File: src/rtl/evmon_pkg.sv
package evmon_pkg;
  localparam int WORD_W       = 32;
  localparam int CODE_W       = 8;
  localparam int OFF_CTRL     = 0;
  localparam int OFF_SEL      = 4;
  localparam int OFF_CNT      = 12;
  localparam int CTRL_IE_LSB  = 8;
  localparam int CTRL_OVF_LSB = 16;

  // byte offset of the word holding counter i's event code
  function automatic int sel_word_off(input int i);
    return OFF_SEL + 4 * (i / 4);
  endfunction

  // byte lane of counter i's event code inside that word
  function automatic int sel_lane(input int i);
    return i % 4;
  endfunction

  // byte offset of counter i's count register
  function automatic int cnt_off(input int i);
    return OFF_CNT + 4 * i;
  endfunction

  // replace only the enabled byte lanes of old_v by new_v
  function automatic logic [WORD_W-1:0] lane_merge(input logic [WORD_W-1:0] old_v,
                                                  input logic [WORD_W-1:0] new_v,
                                                  input logic [3:0]        be);
    logic [WORD_W-1:0] r;
    r = old_v;
    for (int b = 0; b < 4; b++)
      if (be[b]) r[8*b +: 8] = new_v[8*b +: 8];
    return r;
  endfunction

  // true when one more increment wraps the value to zero
  function automatic logic at_wrap(input logic [WORD_W-1:0] v);
    return &v;
  endfunction
endpackage

File: src/rtl/evmon_counter.sv
module evmon_counter
  import evmon_pkg::*;
#(
  parameter int N_EVT = 8
) (
  input  logic              clk,
  input  logic              rst_n,
  input  logic              run,
  input  logic [N_EVT-1:0]  ev,
  input  logic              sel_we,
  input  logic [CODE_W-1:0] sel_d,
  input  logic              cnt_we,
  input  logic [WORD_W-1:0] cnt_d,
  input  logic [3:0]        cnt_be,
  output logic [CODE_W-1:0] code,
  output logic [WORD_W-1:0] count,
  output logic              wrap
);
  // level of the event input that code c selects; codes 0 and above N_EVT select nothing
  function automatic logic pick_event(input logic [CODE_W-1:0] c, input logic [N_EVT-1:0] e);
    logic r;
    r = 1'b0;
    for (int k = 0; k < N_EVT; k++)
      if (c == CODE_W'(k + 1)) r = e[k];
    return r;
  endfunction

  logic bump;

  assign bump = run && (code != '0) && pick_event(code, ev);
  assign wrap = bump && !cnt_we && at_wrap(count);

  always_ff @(posedge clk or negedge rst_n) begin
    if (!rst_n)      code <= '0;
    else if (sel_we) code <= sel_d;
  end

  always_ff @(posedge clk or negedge rst_n) begin
    if (!rst_n)      count <= '0;
    else if (cnt_we) count <= lane_merge(count, cnt_d, cnt_be);
    else if (bump)   count <= count + WORD_W'(1);
  end
endmodule

File: src/rtl/evmon_ctrl.sv
module evmon_ctrl
  import evmon_pkg::*;
#(
  parameter int NUM_CNT = 8
) (
  input  logic               clk,
  input  logic               rst_n,
  input  logic               gen_we,
  input  logic               gen_d,
  input  logic               ie_we,
  input  logic [NUM_CNT-1:0] ie_d,
  input  logic               clr_we,
  input  logic [NUM_CNT-1:0] clr_d,
  input  logic [NUM_CNT-1:0] wrap,
  output logic               gen_en,
  output logic [NUM_CNT-1:0] ie,
  output logic [NUM_CNT-1:0] flag,
  output logic [WORD_W-1:0]  ctrl_word,
  output logic [NUM_CNT-1:0] irq
);
  logic [NUM_CNT-1:0] clr_mask;

  assign clr_mask = clr_we ? clr_d : '0;

  always_ff @(posedge clk or negedge rst_n) begin
    if (!rst_n) begin
      gen_en <= 1'b0;
      ie     <= '0;
      flag   <= '0;
    end else begin
      if (gen_we) gen_en <= gen_d;
      if (ie_we)  ie     <= ie_d;
      flag <= (flag & ~clr_mask) | wrap;  // set wins over clear
    end
  end

  always_comb begin
    ctrl_word    = '0;
    ctrl_word[0] = gen_en;
    for (int i = 0; i < NUM_CNT; i++) begin
      ctrl_word[CTRL_IE_LSB + i]  = ie[i];
      ctrl_word[CTRL_OVF_LSB + i] = flag[i];
    end
  end

  assign irq = flag & ie;
endmodule

File: src/rtl/evmon_bank.sv
module evmon_bank
  import evmon_pkg::*;
#(
  parameter int NUM_CNT = 8,
  parameter int N_EVT   = 8,
  parameter int ADDR_W  = 6
) (
  input  logic               clk,
  input  logic               rst_n,
  input  logic               bus_we,
  input  logic [ADDR_W-1:0]  bus_addr,
  input  logic [31:0]        bus_wdata,
  input  logic [3:0]         bus_be,
  output logic [31:0]        bus_rdata,
  input  logic [N_EVT-1:0]   evt_in,
  output logic [NUM_CNT-1:0] irq
);
  logic                            ctl_wr;
  logic                            gen_en;
  logic [NUM_CNT-1:0]              ie;
  logic [NUM_CNT-1:0]              flag;
  logic [NUM_CNT-1:0]              wrap;
  logic [NUM_CNT-1:0]              cnt_wr;
  logic [NUM_CNT-1:0]              sel_wr;
  logic [NUM_CNT-1:0][WORD_W-1:0]  counts;
  logic [NUM_CNT-1:0][CODE_W-1:0]  codes;
  logic [WORD_W-1:0]               ctrl_word;

  assign ctl_wr = bus_we && (bus_addr == ADDR_W'(OFF_CTRL));

  for (genvar i = 0; i < NUM_CNT; i++) begin : g_cnt
    localparam int LANE = sel_lane(i);
    assign cnt_wr[i] = bus_we && (bus_addr == ADDR_W'(cnt_off(i)));
    assign sel_wr[i] = bus_we && (bus_addr == ADDR_W'(sel_word_off(i))) && bus_be[LANE];

    evmon_counter #(.N_EVT(N_EVT)) u_cnt (
      .clk    (clk),
      .rst_n  (rst_n),
      .run    (gen_en),
      .ev     (evt_in),
      .sel_we (sel_wr[i]),
      .sel_d  (bus_wdata[8*LANE +: 8]),
      .cnt_we (cnt_wr[i]),
      .cnt_d  (bus_wdata),
      .cnt_be (bus_be),
      .code   (codes[i]),
      .count  (counts[i]),
      .wrap   (wrap[i])
    );
  end

  evmon_ctrl #(.NUM_CNT(NUM_CNT)) u_ctrl (
    .clk       (clk),
    .rst_n     (rst_n),
    .gen_we    (ctl_wr && bus_be[0]),
    .gen_d     (bus_wdata[0]),
    .ie_we     (ctl_wr && bus_be[1]),
    .ie_d      (bus_wdata[CTRL_IE_LSB +: NUM_CNT]),
    .clr_we    (ctl_wr && bus_be[2]),
    .clr_d     (bus_wdata[CTRL_OVF_LSB +: NUM_CNT]),
    .wrap      (wrap),
    .gen_en    (gen_en),
    .ie        (ie),
    .flag      (flag),
    .ctrl_word (ctrl_word),
    .irq       (irq)
  );

  always_comb begin
    bus_rdata = '0;
    if (bus_addr == ADDR_W'(OFF_CTRL)) bus_rdata = ctrl_word;
    for (int i = 0; i < NUM_CNT; i++) begin
      if (bus_addr == ADDR_W'(sel_word_off(i)))
        bus_rdata[8*sel_lane(i) +: 8] = codes[i];
      if (bus_addr == ADDR_W'(cnt_off(i)))
        bus_rdata = counts[i];
    end
  end
endmodule

File: config.mk
export PLATFORM = sky130hd
export DESIGN_NAME = evmon_bank
export DESIGN_NICKNAME = d
export VERILOG_FILES = /design/src/rtl/evmon_pkg.sv /design/src/rtl/evmon_counter.sv /design/src/rtl/evmon_ctrl.sv /design/src/rtl/evmon_bank.sv
export SDC_FILE = /design/constraint.sdc
export NUM_CORES = 1
export LEC_CHECK = 0
export CAP_MARGIN = 20
export CORE_ASPECT_RATIO = 0.75
export CORE_MARGIN = 2
export CORE_UTILIZATION = 30
export CTS_BUF_LIST = sky130_fd_sc_hd__clkbuf_8
export CTS_CLUSTER_DIAMETER = 80
export DETAILED_ROUTE_END_ITERATION = 7
export HOLD_SLACK_MARGIN = 0.1
export PLACE_DENSITY = 0.42
export RECOVER_POWER = 25
export REMOVE_ABC_BUFFERS = 1
export SYNTH_ARGS = -nofsm -noshare
export SYNTH_HDL_FRONTEND = slang
export SYNTH_SLANG_ARGS = --single-unit
File: constraint.sdc
create_clock -name clk -period 7.4 [get_ports clk]
set_input_delay 1.11 -clock clk [delete_from_list [all_inputs] [get_ports clk]]
set_output_delay 1.11 -clock clk [all_outputs]
set_load 0.05 [all_outputs]
# Word-level counts from Yosys, hierarchy flattened

Cells that the tools add are included.

Latch bits: 0
Register bits after elaboration: 337
Output and inout bits: 40
Memories: 0
ROM bits: 0
Word-level logic and storage cells: 382
Input port bits: 53
Memory bits (writable): 0

Order comparisons: 0
Div/mod/pow operators: 0
Multiply operators: 0
Bitwise operators: 4
$add $sub $neg: 8
Eq/ne operators: 106
Shifts and indexed selects: 0
Reductions and logical operators: 119
Multiplexer cells: 102

Operator list:

| cell                  | count |
|---|---|
| $mux 32               | 24 |
| $add 32x1->32 const B | 8 |
| $eq 8x3->1 const B    | 32 |
| $reduce_and 32->1     | 8 |
| $eq 8x2->1 const B    | 16 |
| $mux 8                | 13 |
| $eq 8x1->1 const B    | 8 |
| $eq 8x4->1 const B    | 8 |
| $mux 1                | 64 |
| $ne 2x2->1 const B    | 32 |
| $reduce_and 2->1      | 32 |
| $reduce_bool 8->1     | 8 |
| $logic_and 1x1->1     | 54 |
| $eq 6x5->1 const B    | 4 |
| $mux 24               | 1 |
| $eq 6x6->1 const B    | 3 |
| $and 8x8->8           | 2 |
| $reduce_bool 2->1     | 8 |
| $eq 6x4->1 const B    | 2 |
| $logic_not 1->1       | 8 |
| $not 8->8             | 1 |
| $or 8x8->8            | 1 |
| $eq 6x3->1 const B    | 1 |
| $logic_not 6->1       | 1 |

# Longest topological paths before layout

Depth in word-level cells: 18
Depth in mapped cells: 9
Mapped depth without buffers: 7

# By module

From an unflattened synthesis, not the netlist that was laid out.

Cells, all modules: 2864
Area, all modules: 24434.7 um^2

Modules (own cells, without submodules):

| module                             | instances | area each (um^2) | seq. area each (um^2) | cells each |
|---|---|---|---|---|
| evmon_counter (g_cnt[0].u_cnt ...) | 7         | 2499.9           | 1001.0                | 281 |
| evmon_bank                         | 1         | 3221.8           | 0.0                   | 504 |
| evmon_counter (g_cnt[7].u_cnt)     | 1         | 2756.4           | 1001.0                | 308 |
| evmon_ctrl                         | 1         | 957.2            | 425.4                 | 85 |

# Worst setup path before layout

Ideal clock, no wire load.

Path kind: input-to-output
From: input port bus_addr[1]
To: output port bus_rdata[2]
Setup slack: 2.440 ns
Buffers on the path: 3
Data required time: 6.290 ns
Cell stages on the path: 8
Arrival: 3.850 ns
Cells stage by stage: buf_2 -> or4b_1 -> buf_4 -> nor2_2 -> buf_2 -> a22oi_1 -> and3_1 -> o31ai_1

Word-level cells in the longest chain between the ends: 11
Elaborated cells between the ends (all ways): 20
Those cells by class: eq/ne (10); mux (10)

Ends and longest elaborated chain:

| item                  | line             | source |
|---|---|---|
| from (decl)           | evmon_bank.sv:11 | `input logic [ADDR_W-1:0] bus_addr,` |
| $eq 6x3->1            | evmon_bank.sv:73 | `if (bus_addr == ADDR_W'(sel_word_off(i)))` |
| $mux 8                | evmon_bank.sv:73 |  |
| $mux 32 (4 in series) | evmon_bank.sv:75 | `if (bus_addr == ADDR_W'(cnt_off(i)))` |
| $mux 8                | evmon_bank.sv:73 |  |
| $mux 32 (3 in series) | evmon_bank.sv:75 |  |
| $mux 32 (*)           | evmon_bank.sv:75 |  |
| to (decl)             | evmon_bank.sv:14 | `output logic [31:0] bus_rdata,` |

Mark *: on every way between the ends. The rest lies on a longest branch, timed or not.

# Worst setup path after layout

From: input port bus_addr[4]
To: output port bus_rdata[16]

Word-level cells in the longest chain between the ends: 12
Elaborated cells between the ends (all ways): 22
Those cells by class: eq/ne (10); mux (11); reduce/logical (1)

Ends and longest elaborated chain:

| item                  | line             | source |
|---|---|---|
| $logic_not 6->1       | evmon_bank.sv:71 | `if (bus_addr == ADDR_W'(OFF_CTRL)) bus_rdata = ctrl_word;` |
| $mux 24               | evmon_bank.sv:71 |  |
| $mux 32 (2 in series) | evmon_bank.sv:75 |  |
| $mux 8                | evmon_bank.sv:73 |  |
| $mux 32 (4 in series) | evmon_bank.sv:75 |  |
| $mux 8                | evmon_bank.sv:73 |  |
| $mux 32               | evmon_bank.sv:75 |  |
| $mux 32 (*)           | evmon_bank.sv:75 |  |

Marks and branches as above.

==> reports/results.ini <==
[outcome]
status=finished with violations
violations=capacitance limit, slew limit

[layout]
drive_above_1_share_pct=11.3
area_delta_synth_final_pct=13.6
final_util_pct=34.5
nets=2883
fin_area_mm2=0.0260
fillCellCount=7954

[yosys]
synth-compound-area-share_pct=31.3
synthAdderAreaFrac_pct=0.437
synth_edf_count=0
syn_avg_cell_area_um2=8.17
syn_inst=2802
yosys.area.top_type=dfrtp_1
ys_seq_area_share_pct=36.8
synth-seq-cells=337
async_flop_share_pct=100
synth_xor_area_share_pct=0
yosysWarnings=0
synth.top_cell.area_share_pct=36.8
synthFlopType=dfrtp_1
synth_top_family_by_area=compound AO/OA/AOI/OAI gates
synthesis.area_mm2=0.0229
synth_area_leaders=dfrtp_1, a21oi_1, nand2_1
synthMuxAreaShare_pct=5.81
synth-simple-area-share_pct=21.2
yosysUniqueCellTypes=91

[global_routing]
grt_pass1_wl_um=166000
grt_pass1_vias=22700
grt_util_all_layers_pct=29.1
grt-ovfl-total=0
grt_max_degree=127
antenna_found_initial=2

[setup_path]
cp_top_family=buffers and inverters
worstSetupStartpointType=primary input
cp_data_arrival_time_ns=4.98
crit_path_start=bus_addr[4]
path_class=in2out
critical_path.endpoint_type=primary output
r2r_end=g_cnt[1].u_cnt.count[6]$_DFFE_PN0P_
crit_buf_inv=4
crit_fanout=24
r2r_cells=6
reg2reg_from=u_ctrl.gen_en$_DFFE_PN0P_
worstPathCellList=clkdlybuf4s50_1, buf_4, or4_1, nor2_2, buf_4, nand2_1, nand4_1, a211oi_1, nor3_1, clkdlybuf4s50_1
r2r_setup_slack_ns=3.92
crit_slowest_cell=clkdlybuf4s50_1
cpPeakStageDelay_ns=0.93
cp.required_ns=6.29

[die]
initial_core_util_pct=30.4
die_h_um=243
dieArea_mm2=0.0786
die_w_um=323
rows=87
boundaryPins=93
fp.coreArea_mm2=0.0753

[route]
drc=0
drt_iter0_drc=3041
route.detailed.wl_per_inst_um=30.0
drt_first_pass_iters=6
avgViaCountPerCell=6.36
vias=24700
antenna_left=0
routed_wl_um=116000

[run]
cap_violations=1

[clock_tree]
path_clk_slew_ns=0.05
cts_setup_buffers=0
postCtsHoldBufs=0
cts_max_level=3
cts.sinks=337
cts_tree=done
cts_made_buffers=67
clockBufferDepth=3
clk_latency_ns=0.69
cts-root-buf=clkbuf_8
cts.repair.resized=0

[hold_path]
whs_endpoint=u_ctrl.flag[3]$_DFF_PN0_
hp-start=u_ctrl.flag[3]$_DFF_PN0_
hold_depth=2
min_path_type=reg2reg

[power]
power_density_mw_per_mm2=175
peakVddDrop_uv=87.7
leakage_nw=10.3

[sta]
slew_viol_final=92
fmax_mhz=164
rsz0062_at_grt=false
worstMarginPinSlew_ns=5.35
slew_headroom_pct=-257
setup_violations=0
min_period_over_period_pct=82.3
fin_tns_setup_ns=0
hold_violations=0
skew_ns=0.0294
fin_crit_ns=6.09

[placement]
dp_hpwl_um=86700
placed_cell_area_mm2=0.0248
io_buffers=92
place.gp.congestion=0.942

-- synth_stat cells, types with 36 or more instances --
cell type,count
o22ai_1,113
nand2_1,280
a22oi_1,53
clkbuf_1,145
dfrtp_1,337
a31oi_1,57
inv_1,36
mux2_2,81
o22a_1,67
o21ai_0,181
and3_1,56
nand4_1,64
nand3_1,125
a21oi_1,350
buf_2,44
nor2_1,259
-- layout make-up --
class                   instances  area (µm²)  area share (%)
clock inverters                29         119           0.457
inverters                      37         139           0.534
multi-input cells            2219       13500            52.1
diodes                          2        5.00          0.0192
repair buffers                160        1430            5.51
clock buffers                  77        1060            4.08
flip-flops and latches        337        8430            32.4
well taps                    1023        1280            4.92
-- worst register-to-register path: stages (launching register included) --
cell and delay [ns]:
dfrtp_1 0.89, or4b_1 0.51, a211oi_1 0.45, and4_1 0.53
a211o_1 0.62, nand2_1 0.12, a22o_1 0.25
-- layer usage --
metal | wire (µm) | vias up | track usage, %
met4 | 2830 | 0 | 7.14
met1 | 55300 | 12400 | 45.4
li1 | - | 10800 | -
met2 | 45800 | 1404 | 39.4
met5 | 0 | - | 0
met3 | 12500 | 191 | 6.62
-- through the flow --
| stage | hold slack [ns] | power, mW | setup slack (ns) | cells |
|---|---|---|---|---|
| after floorplan | 0.458 | 2.34 | 1.80 | 2593 |
| after global placement | 0.493 | 2.70 | 1.38 | 3770 |
| after detailed placement | 0.509 | 2.71 | 1.41 | 3773 |
| after CTS | 0.455 | 4.59 | 1.39 | 3879 |
| after global routing | 0.546 | 4.73 | 0.899 | 3882 |
| final | 0.523 | 4.56 | 1.31 | 3884 |
-- registers in the layout (all words and copies together), names as in the netlist --
name               flops
u_ctrl.flag            8
g_cnt.u_cnt.code      64
u_ctrl.gen_en          1
u_ctrl.ie              8
g_cnt.u_cnt.count    256
-- power by group --
group / internal, mW / total [mW] / switching (mW)
sequential: 1.93 / 2.11 / 0.178
combinational: 0.204 / 0.586 / 0.382
clock: 0.933 / 1.87 / 0.934
total: 3.07 / 4.56 / 1.49
-- cells by family after synthesis --
| family | after synthesis |
|---|---|
| adders and majority gates | 8 |
| and+or+nand+nor | 996 |
| AOI/OAI and AO/OA | 1101 |
| muxes | 114 |
| buffers and inverters | 246 |
| DFF | 337 |
-- layout by cell type (no fill, tap or decap), types with 10 or more instances in the layout --
cell type        instances
buf_4                   78
o2bb2a_1                23
o22a_1                  67
inv_1                   61
nor4_1                  31
a21boi_0                10
nor2_1                 253
nor2b_1                 14
and2_1                  33
a2bb2oi_1               24
nand3_1                121
nor3_1                  32
clkbuf_8                77
a22o_1                  12
and4_1                  19
a21o_1                  15
o22ai_1                113
and3_1                  56
a221oi_1                34
nand2_1                276
a31oi_1                 57
a21oi_1                350
mux2i_1                 26
a211oi_1                18
nand4_1                 64
a31o_2                  18
a41oi_1                 15
o31ai_1                 12
clkdlybuf4s50_1         76
o221ai_1                10
nand2b_1                16
o21ai_0                181
dfrtp_1                337
nor2_2                  15
a22oi_1                 53
mux2_2                  81
-- worst max-delay path by stage --
| stage | endpoint | slack (ns) | cells past startpoint |
|---|---|---|---|
| finish | bus_rdata[16] | 1.31 | 10 |
| global route | g_cnt[2].u_cnt.count[0]$_DFFE_PN0P_ | 0.90 | 2 |
| CTS | bus_rdata[16] | 1.39 | 10 |
| detailed placement | bus_rdata[16] | 1.41 | 10 |
| global placement | bus_rdata[16] | 1.38 | 10 |
| floorplan | bus_rdata[2] | 1.80 | 6 |
No activity file was read; power rests on OpenSTA's default activity.
